===== src/rtl/fresh_word_pkg.sv =====
package fresh_word_pkg;
   localparam int unsigned DEF_WORD_W      = 32;
   localparam int unsigned DEF_RES_W       = 25;
   localparam int unsigned DEF_SYNC_STAGES = 2;

   // number of zero bits between result field and flag
   function automatic int unsigned pad_width(input int unsigned word_w,
                                             input int unsigned res_w);
      return word_w - 1 - res_w;
   endfunction
endpackage


===== src/rtl/fwr_edge_det.sv =====
module fwr_edge_det (
   input  logic clk_i,
   input  logic rst_i,
   input  logic level_i,
   output logic rise_o
);
   logic hist_q;

   always_ff @(posedge clk_i) begin
      if (rst_i) hist_q <= 1'b0;
      else       hist_q <= level_i;
   end

   assign rise_o = level_i & ~hist_q;
endmodule


===== src/rtl/fwr_req_sync.sv =====
module fwr_req_sync #(
   parameter int unsigned STAGES = 2
) (
   input  logic clk_i,
   input  logic rst_i,
   input  logic async_i,
   output logic pulse_o
);
   localparam int unsigned LAST = STAGES - 1;

   generate
      if (STAGES < 2) begin : g_bad_stages
         $error("fwr_req_sync: STAGES must be at least 2");
      end
   endgenerate

   logic [STAGES-1:0] chain_q;

   always_ff @(posedge clk_i) begin
      if (rst_i) chain_q[0] <= 1'b0;
      else       chain_q[0] <= async_i;
   end

   generate
      for (genvar g = 1; g < STAGES; g++) begin : g_stage
         always_ff @(posedge clk_i) begin
            if (rst_i) chain_q[g] <= 1'b0;
            else       chain_q[g] <= chain_q[g-1];
         end
      end
   endgenerate

   fwr_edge_det u_rise (
      .clk_i   (clk_i),
      .rst_i   (rst_i),
      .level_i (chain_q[LAST]),
      .rise_o  (pulse_o)
   );
endmodule


===== src/rtl/fwr_word_store.sv =====
module fwr_word_store #(
   parameter int unsigned WORD_W = fresh_word_pkg::DEF_WORD_W,
   parameter int unsigned RES_W  = fresh_word_pkg::DEF_RES_W
) (
   input  logic              clk_i,
   input  logic              rst_i,
   input  logic              cap_i,
   input  logic              clr_req_i,
   input  logic [RES_W-1:0]  result_i,
   output logic [WORD_W-1:0] word_o,
   output logic              pend_o
);
   localparam int unsigned PAD_W = fresh_word_pkg::pad_width(WORD_W, RES_W);

   logic [RES_W-1:0] res_q;
   logic             flag_q;
   logic             pend_q;

   always_ff @(posedge clk_i) begin
      if (rst_i) begin
         res_q  <= '0;
         flag_q <= 1'b0;
         pend_q <= 1'b0;
      end else begin
         if (cap_i) res_q <= result_i;
         // arm on request; a set pending bit is consumed this cycle
         if (clr_req_i) pend_q <= 1'b1;
         if (pend_q)    pend_q <= 1'b0;
         // capture has priority over the delayed clear
         if (cap_i)       flag_q <= 1'b1;
         else if (pend_q) flag_q <= 1'b0;
      end
   end

   generate
      if (PAD_W > 0) begin : g_padded
         assign word_o = {flag_q, {PAD_W{1'b0}}, res_q};
      end else begin : g_packed
         assign word_o = {flag_q, res_q};
      end
   endgenerate

   assign pend_o = pend_q;
endmodule


===== src/rtl/fresh_word_reg.sv =====
module fresh_word_reg #(
   parameter int unsigned WORD_W      = fresh_word_pkg::DEF_WORD_W,
   parameter int unsigned RES_W       = fresh_word_pkg::DEF_RES_W,
   parameter int unsigned SYNC_STAGES = fresh_word_pkg::DEF_SYNC_STAGES
) (
   input  logic              clk_i,
   input  logic              rst_i,
   input  logic              res_valid_i,
   input  logic [RES_W-1:0]  res_data_i,
   input  logic              rd_req_i,
   output logic [WORD_W-1:0] word_o
);
   generate
      if (RES_W < 1 || RES_W > WORD_W - 1) begin : g_bad_width
         $error("fresh_word_reg: RES_W must be in 1..WORD_W-1");
      end
   endgenerate

   logic cap_w;
   logic rd_pulse_w;
   logic pend_w;

   fwr_edge_det u_strobe_edge (
      .clk_i   (clk_i),
      .rst_i   (rst_i),
      .level_i (res_valid_i),
      .rise_o  (cap_w)
   );

   fwr_req_sync #(.STAGES(SYNC_STAGES)) u_req_sync (
      .clk_i   (clk_i),
      .rst_i   (rst_i),
      .async_i (rd_req_i),
      .pulse_o (rd_pulse_w)
   );

   fwr_word_store #(.WORD_W(WORD_W), .RES_W(RES_W)) u_store (
      .clk_i     (clk_i),
      .rst_i     (rst_i),
      .cap_i     (cap_w),
      .clr_req_i (rd_pulse_w),
      .result_i  (res_data_i),
      .word_o    (word_o),
      .pend_o    (pend_w)
   );
endmodule


===== config.mk =====
export PLATFORM = sky130hd
export DESIGN_NAME = fresh_word_reg
export DESIGN_NICKNAME = d
export VERILOG_FILES = /design/src/rtl/fresh_word_pkg.sv /design/src/rtl/fwr_edge_det.sv /design/src/rtl/fwr_req_sync.sv /design/src/rtl/fwr_word_store.sv /design/src/rtl/fresh_word_reg.sv
export SDC_FILE = /design/constraint.sdc
export NUM_CORES = 1
export LEC_CHECK = 0
export ABC_CLOCK_PERIOD_IN_PS = 980
export BUFFER_PORTS_ARGS = -buffer_cell sky130_fd_sc_hd__buf_4
export CAP_MARGIN = 20
export CORE_MARGIN = 2
export CORE_UTILIZATION = 42
export DETAILED_ROUTE_END_ITERATION = 10
export HOLD_SLACK_MARGIN = 0.12
export PLACE_DENSITY = 0.85
export SYNTH_ARGS = -nofsm -noshare
export SYNTH_HDL_FRONTEND = slang
export SYNTH_SLANG_ARGS = --single-unit
export TNS_END_PERCENT = 20

===== constraint.sdc =====
create_clock -name clk_i -period 0.98 [get_ports clk_i]
set_clock_uncertainty 0.1 [all_clocks]
set_input_delay 0.098 -clock clk_i [delete_from_list [all_inputs] [get_ports clk_i]]
set_output_delay 0.098 -clock clk_i [all_outputs]
set_load 0.1 [all_outputs]

==> impl_metrics.env, run 1 <==
export IMPL_crit_family="flip-flops"
export IMPL_routed_wl_mm=3.78
export IMPL_drive_gt1_share_pct=54.2
export IMPL_path_cells="buf_12"
export IMPL_ys_seq_elements=31
export IMPL_place_congestion=0.730
export IMPL_drt_initial_drc_count=69
export IMPL_cpMaxStageDelayCell="dfxtp_2"
export IMPL_ant_nets=0
export IMPL_timing_fmax_ghz=0.932
export IMPL_fp_dieW_um=62.6
export IMPL_overflow=0
export IMPL_synth_top_cells_by_count="31 x dfxtp_1, 25 x nand2b_1, 25 x nand4bb_1"
export IMPL_min_period_ns=1.07
export IMPL_path_clk_slew_ns=0.09
export IMPL_drt_first_pass_iters=4
export IMPL_maxCapViolations=0
export IMPL_critical_path_max_stage_delay_ns=0.37
export IMPL_synthArstFlopShare_pct=0
export IMPL_ir_worst_vdd_mv=0.879
export IMPL_grtUsageTotal_pct=21.0
export IMPL_synth_area_per_cell_um2=10.8
export IMPL_hold_depth=2
export IMPL_crit_cells=1
export IMPL_leakage_nw=1.03
export IMPL_cp_start_kind="flop"
export IMPL_final_hold_violation_count=0
export IMPL_grt_pass1_wl_mm=6.47
export IMPL_areaGrowthSynthToFinish_pct=81.6
export IMPL_violations="negative setup slack"
export IMPL_cts_sinks=31
export IMPL_setup_viol=52
export IMPL_ys_flop_type="dfxtp_1"
export IMPL_synth_edff_count=0
export IMPL_worstPathArrival_ns=0.88
export IMPL_crit_end="word_o[20]"
export IMPL_path_max_fanout=2
export IMPL_numPortBuffers=54
export IMPL_path_buf_inv=1
export IMPL_yosys_top_cells_area="dfxtp_1 43%, nand4bb_1 20%, o21ai_2 12%"
export IMPL_num_rows=21
export IMPL_dpl_cell_area_um2=1950
export IMPL_start_util_pct=43.5
export IMPL_synth_cells=134
export IMPL_p_per_area_nw_per_um2=1320
export IMPL_vias_per_cell=4.76
export IMPL_cts_root_buf="clkbuf_4"
export IMPL_rsz0062_at_grt="yes"
export IMPL_reg2reg_to="u_store.flag_q"
export IMPL_numCtsBuffers=5
export IMPL_critPathRequiredTime_ns=0.78
export IMPL_finalCritPeriodShare_pct=109
export IMPL_fin_nets=244
export IMPL_pin_count=61
export IMPL_reg2reg_slack_ns=-0.08
export IMPL_synth_area_um2=1440
export IMPL_dpl_hpwl_mm=2.20
export IMPL_clkLatencyLatePin_ns=0.32
export IMPL_worst_slack_ns=-0.0930
export IMPL_yosys_warnings=0
export IMPL_setup_worst_path_start="u_store.res_q[20]"
export IMPL_dieArea_um2=3920
export IMPL_diodes=0
export IMPL_coreArea_um2=3310
export IMPL_drv_slew=0
export IMPL_yosysMostFrequentCell="dfxtp_1"
export IMPL_synth_top_cell_by_area="dfxtp_1"
export IMPL_vias=1248
export IMPL_drc=0
export IMPL_ys_types=15
export IMPL_place_ws_ns=-0.0469
export IMPL_critPathCaptureType="primary output"
export IMPL_final_area_um2=2620
export IMPL_reg2regPathDepth=3
export IMPL_cts_tree="yes"
export IMPL_timing_rr_start="u_strobe_edge.hist_q"
export IMPL_post_cts_buffers=0
export IMPL_cts_hold_buf=27
export IMPL_cts_buffer_depth=2
export IMPL_antenna_found_initial=0
export IMPL_status="complete, but fails checks"
export IMPL_cts_max_level=2
export IMPL_grt_pass1_vias=1356
export IMPL_yosysSeqAreaShare_pct=43.1
export IMPL_synth_top_cell_area_share_pct=43.1
export IMPL_die_y_um=62.6
export IMPL_routedWlPerCell_um=14.4
export IMPL_path_class="flop to primary output"
export IMPL_grt_max_degree=56
export IMPL_hold_path_class="input port to flop"
## placed cells by master (no fill, tap or decap), drive strengths merged
cell type	Yosys	layout
nand2b	25	25
and2b	1	1
o21ba	1	1
dfxtp	31	31
clkbuf	6	7
nand4bb	25	25
buf	13	61
nor2b	5	5
dlygate4sd3	0	27
o21ai	25	25
conb	1	6
nor3b	1	1
clkinv	0	1
## metrics by stage
| stage | hold WS [ns] | util, % | power [W] | instances | TNS, ns |
|---|---|---|---|---|---|
| global placement | 0.213 | 59.0 | 0.00239 | 227 | -0.297 |
| floorplan | 0.126 | - | 0.00220 | 139 | -1.13 |
| finish | 0.0812 | 79.1 | 0.00345 | 262 | -3.26 |
| global route | 0.0987 | 79.1 | 0.00359 | 262 | -5.04 |
| detailed placement | 0.240 | 59.0 | 0.00241 | 227 | -0.655 |
| CTS | 0.0749 | 78.9 | 0.00346 | 262 | -3.42 |
## worst min-delay path by stage
| stage | start | end | slack (ns) |
|---|---|---|---|
| after global routing | rst_i | u_strobe_edge.hist_q | 0.1 |
| after floorplan | rd_req_i | u_req_sync.chain_q[0] | 0.13 |
| after detailed placement | rd_req_i | u_req_sync.chain_q[0] | 0.24 |
| after global placement | rd_req_i | u_req_sync.chain_q[0] | 0.21 |
| final | rst_i | u_strobe_edge.hist_q | 0.08 |
| after CTS | rst_i | u_strobe_edge.hist_q | 0.07 |
## what timing repair did
item | 4_1_cts | 5_1_grt
pin swaps | 0 | 0
resized for setup | 80 | 1
setup endpoints to repair | 52 | 52
endpoints found under the hold margin | 29 | 2
## per-layer routing
layer | part of all wire (%) | vias up | track usage (%) | wire length, µm
li1 | - | 619 | - | -
met1 | 40 | 585 | 23.9 | 1510
met2 | 53 | 40 | 37.5 | 2020
met3 | 5.8 | 4 | 6.31 | 219
met4 | 0.85 | 0 | 6.67 | 32
met5 | 0 | - | 0 | 0
## sequential cells by signal, indices dropped and copies added, names as in the netlist
register,flops
u_req_sync.chain_q,2
u_store.pend_o,1
u_store.flag_q,1
u_strobe_edge.hist_q,1
u_req_sync.u_rise.hist_q,1
u_store.res_q,25
## area by class of cell
class                   count  area [µm²]
well taps                  46        57.6
flip-flops and latches     31         704
clock inverters             1        5.00
fillers                   207         693
multi-input cells          89         722
repair buffers             88        1070
clock buffers               7        55.1
## power by group
group | internal (W) | switching (W) | total, W
Sequential | 0.00132 | 0.0000732 | 0.00139
Combinational | 0.000519 | 0.000769 | 0.00129
Clock | 0.000347 | 0.000424 | 0.000772
Total | 0.00218 | 0.00127 | 0.00345
## kinds of logic (layout without fill, tap and decap cells)
group                  count (synthesis)  after routing  synth area share (%)
AND/OR/NAND/NOR                       57             57                  33.9
AO/OA/AOI/OAI                         26             26                  14.6
buffers and inverters                 19             96                  8.16
other                                  1              6                 0.260
flip-flops                            31             31                  43.1
(Power assumes the default switching activity.)
==> inputs of run 2 (changes only) <==
ABC_AREA = 1   (was not set)
CORE_UTILIZATION = 41   (was 42)
PLACE_DENSITY = 0.86   (was 0.85)
==> run 2 against run 1 <==
  * The flow still finishes with violations (negative setup slack)
  * Via count rose by 16%
  * Combinational power up 18%
  * Largest power group is now combinational logic
  * Maximum frequency shrank 0.46%
  * Largest cell class unchanged
==> impl_metrics.env, run 2 <==
export IMPL_status="complete, but fails checks"
export IMPL_violations="negative setup slack"
export IMPL_cts_tree="yes"
export IMPL_timing_rr_start="u_strobe_edge.hist_q"
export IMPL_finalCritPeriodShare_pct=110
export IMPL_post_cts_buffers=0
export IMPL_synth_top_cell_by_area="dfxtp_1"
export IMPL_cpMaxStageDelayCell="dfxtp_2"
export IMPL_coreArea_um2=3050
export IMPL_worst_slack_ns=-0.0980
export IMPL_p_per_area_nw_per_um2=1480
export IMPL_rsz0062_at_grt="yes"
export IMPL_clkLatencyLatePin_ns=0.33
export IMPL_synth_top_cells_by_count="53 x nor2_1, 31 x dfxtp_1, 29 x inv_1"
export IMPL_cts_buffer_depth=2
export IMPL_path_class="flop to primary output"
export IMPL_numCtsBuffers=5
export IMPL_critical_path_max_stage_delay_ns=0.37
export IMPL_reg_top3="u_store.res_q: 25 flops, u_req_sync.chain_q: 2 flops"
export IMPL_cts_max_level=2
export IMPL_yosys_top_cells_area="dfxtp_1 47%, nor2_1 15%, nand3_1 9.6%"
export IMPL_routed_wl_mm=4.20
export IMPL_grt_pass1_vias=1415
export IMPL_top_register="u_store.res_q"
export IMPL_drt_first_pass_iters=4
export IMPL_vias_per_cell=4.53
export IMPL_yosysSeqAreaShare_pct=47.5
export IMPL_critPathRequiredTime_ns=0.78
export IMPL_antenna_found_initial=0
export IMPL_dieArea_um2=3660
export IMPL_ys_seq_elements=31
export IMPL_ys_types=14
export IMPL_setup_worst_path_start="u_store.res_q[3]"
export IMPL_synth_edff_count=0
export IMPL_pin_count=61
export IMPL_die_y_um=60.5
export IMPL_drc=0
export IMPL_path_buf_inv=1
export IMPL_overflow=0
export IMPL_synth_area_um2=1310
export IMPL_ys_flop_type="dfxtp_1"
export IMPL_worstPathArrival_ns=0.88
export IMPL_hold_path_class="input port to flop"
export IMPL_numPortBuffers=54
export IMPL_start_util_pct=42.8
export IMPL_routedWlPerCell_um=13.1
export IMPL_synthArstFlopShare_pct=0
export IMPL_grt_max_degree=27
export IMPL_synth_top_cell_area_share_pct=47.5
export IMPL_synth_cells=189
export IMPL_drive_gt1_share_pct=35.1
export IMPL_crit_family="flip-flops"
export IMPL_fp_dieW_um=60.5
export IMPL_dpl_hpwl_mm=2.05
export IMPL_areaGrowthSynthToFinish_pct=93.0
export IMPL_ir_worst_vdd_mv=1.09
export IMPL_cp_start_kind="flop"
export IMPL_num_rows=20
export IMPL_yosysMostFrequentCell="nor2_1"
export IMPL_setup_viol=49
export IMPL_yosys_warnings=0
export IMPL_fin_hold_ws_ns=0.136
export IMPL_path_cells="buf_12"
export IMPL_vias=1448
export IMPL_maxCapViolations=0
export IMPL_drt_initial_drc_count=49
export IMPL_grt_pass1_wl_mm=6.21
export IMPL_timing_fmax_ghz=0.928
export IMPL_ant_nets=0
export IMPL_synth_area_per_cell_um2=6.92
export IMPL_min_period_ns=1.08
export IMPL_grtUsageTotal_pct=24.0
export IMPL_fin_nets=304
export IMPL_p_total_w=0.00374
export IMPL_cts_sinks=31
export IMPL_largest_reg_flops=25
export IMPL_place_congestion=0.678
export IMPL_final_common_cell="nor2_1"
export IMPL_drv_slew=0
export IMPL_diodes=0
export IMPL_path_clk_slew_ns=0.10
export IMPL_hold_start="res_valid_i"
export IMPL_cts_root_buf="clkbuf_4"
export IMPL_leakage_nw=1.26
export IMPL_critPathCaptureType="primary output"
export IMPL_path_max_fanout=2
export IMPL_final_hold_violation_count=0
export IMPL_final_cell_mix="53 x nor2_1, 31 x buf_4, 29 x inv_1, 29 x dlygate4sd3_1"
## run 2: cell types whose count changed in the layout (fill, tap and decap cells not counted), moves of 20 or more
cell	change
nand2_1	+28
inv_1	+29
o21ai_2	-20
nand2b_1	-25
nand3_1	+25
nor2_1	+53
nand4bb_1	-25
## run 2: what timing repair did
action	CTS	global route
gates resized for setup	82	5
endpoints found under the hold margin	29	0
setup endpoints to repair	52	52
pin swaps	0	21
gates cloned	0	1
hold buffers	30	0
## run 2: final cells by class
cell class	instances	area [µm²]
clock buffers	7	55.1
fillers	176	529
flip-flops and latches	31	687
clock inverters	1	5.00
inverters	32	128
repair buffers	90	1120
multi-input cells	115	473
well taps	44	55.1
## run 2: metal layers
layer / global-route usage, % / vias to the layer above / part of all wire, %
li1: - / 719 / -
met1: 23.7 / 652 / 37
met2: 44.1 / 62 / 52
met3: 8.32 / 15 / 5.7
met4: 12.4 / 0 / 4.4
met5: 0 / - / 0
## run 2: power by group
group | internal (W) | total [W] | switching, W
logic | 0.000573 | 0.00152 | 0.000951
registers | 0.00135 | 0.00145 | 0.0000959
clock network | 0.000347 | 0.000766 | 0.000419
## run 2: path summary, 6_finish.rpt
path	endpoint	slack (ns)	cells past startpoint
max	word_o[3]	-0.1	1
min	u_store.res_q[16]	0.14	5
max reg2reg	u_store.res_q[7]	-0.08	4
min reg2reg	u_req_sync.chain_q[1]	0.31	2
## run 2: cell families after synthesis
| logic type | Yosys count | synth area share, % |
|---|---|---|
| other | 1 | 0.287 |
| buffers and inverters | 48 | 17.8 |
| and+or+nand+nor | 108 | 34.1 |
| DFF | 31 | 47.5 |
| AOI/OAI and AO/OA | 1 | 0.382 |
## run 2: metrics by stage
stage	setup slack (ns)	instances	area (µm²)	utilization (%)	setup TNS, ns
final	-0.0980	320	2520	82.7	-2.78
after global routing	-0.145	320	2520	82.7	-5.17
after CTS	-0.112	319	2490	81.4	-2.71
after detailed placement	-0.148	281	1790	58.7	-3.43
after global placement	-0.112	281	1790	58.7	-2.66
after floorplan	-0.0167	194	1390	-	-0.255
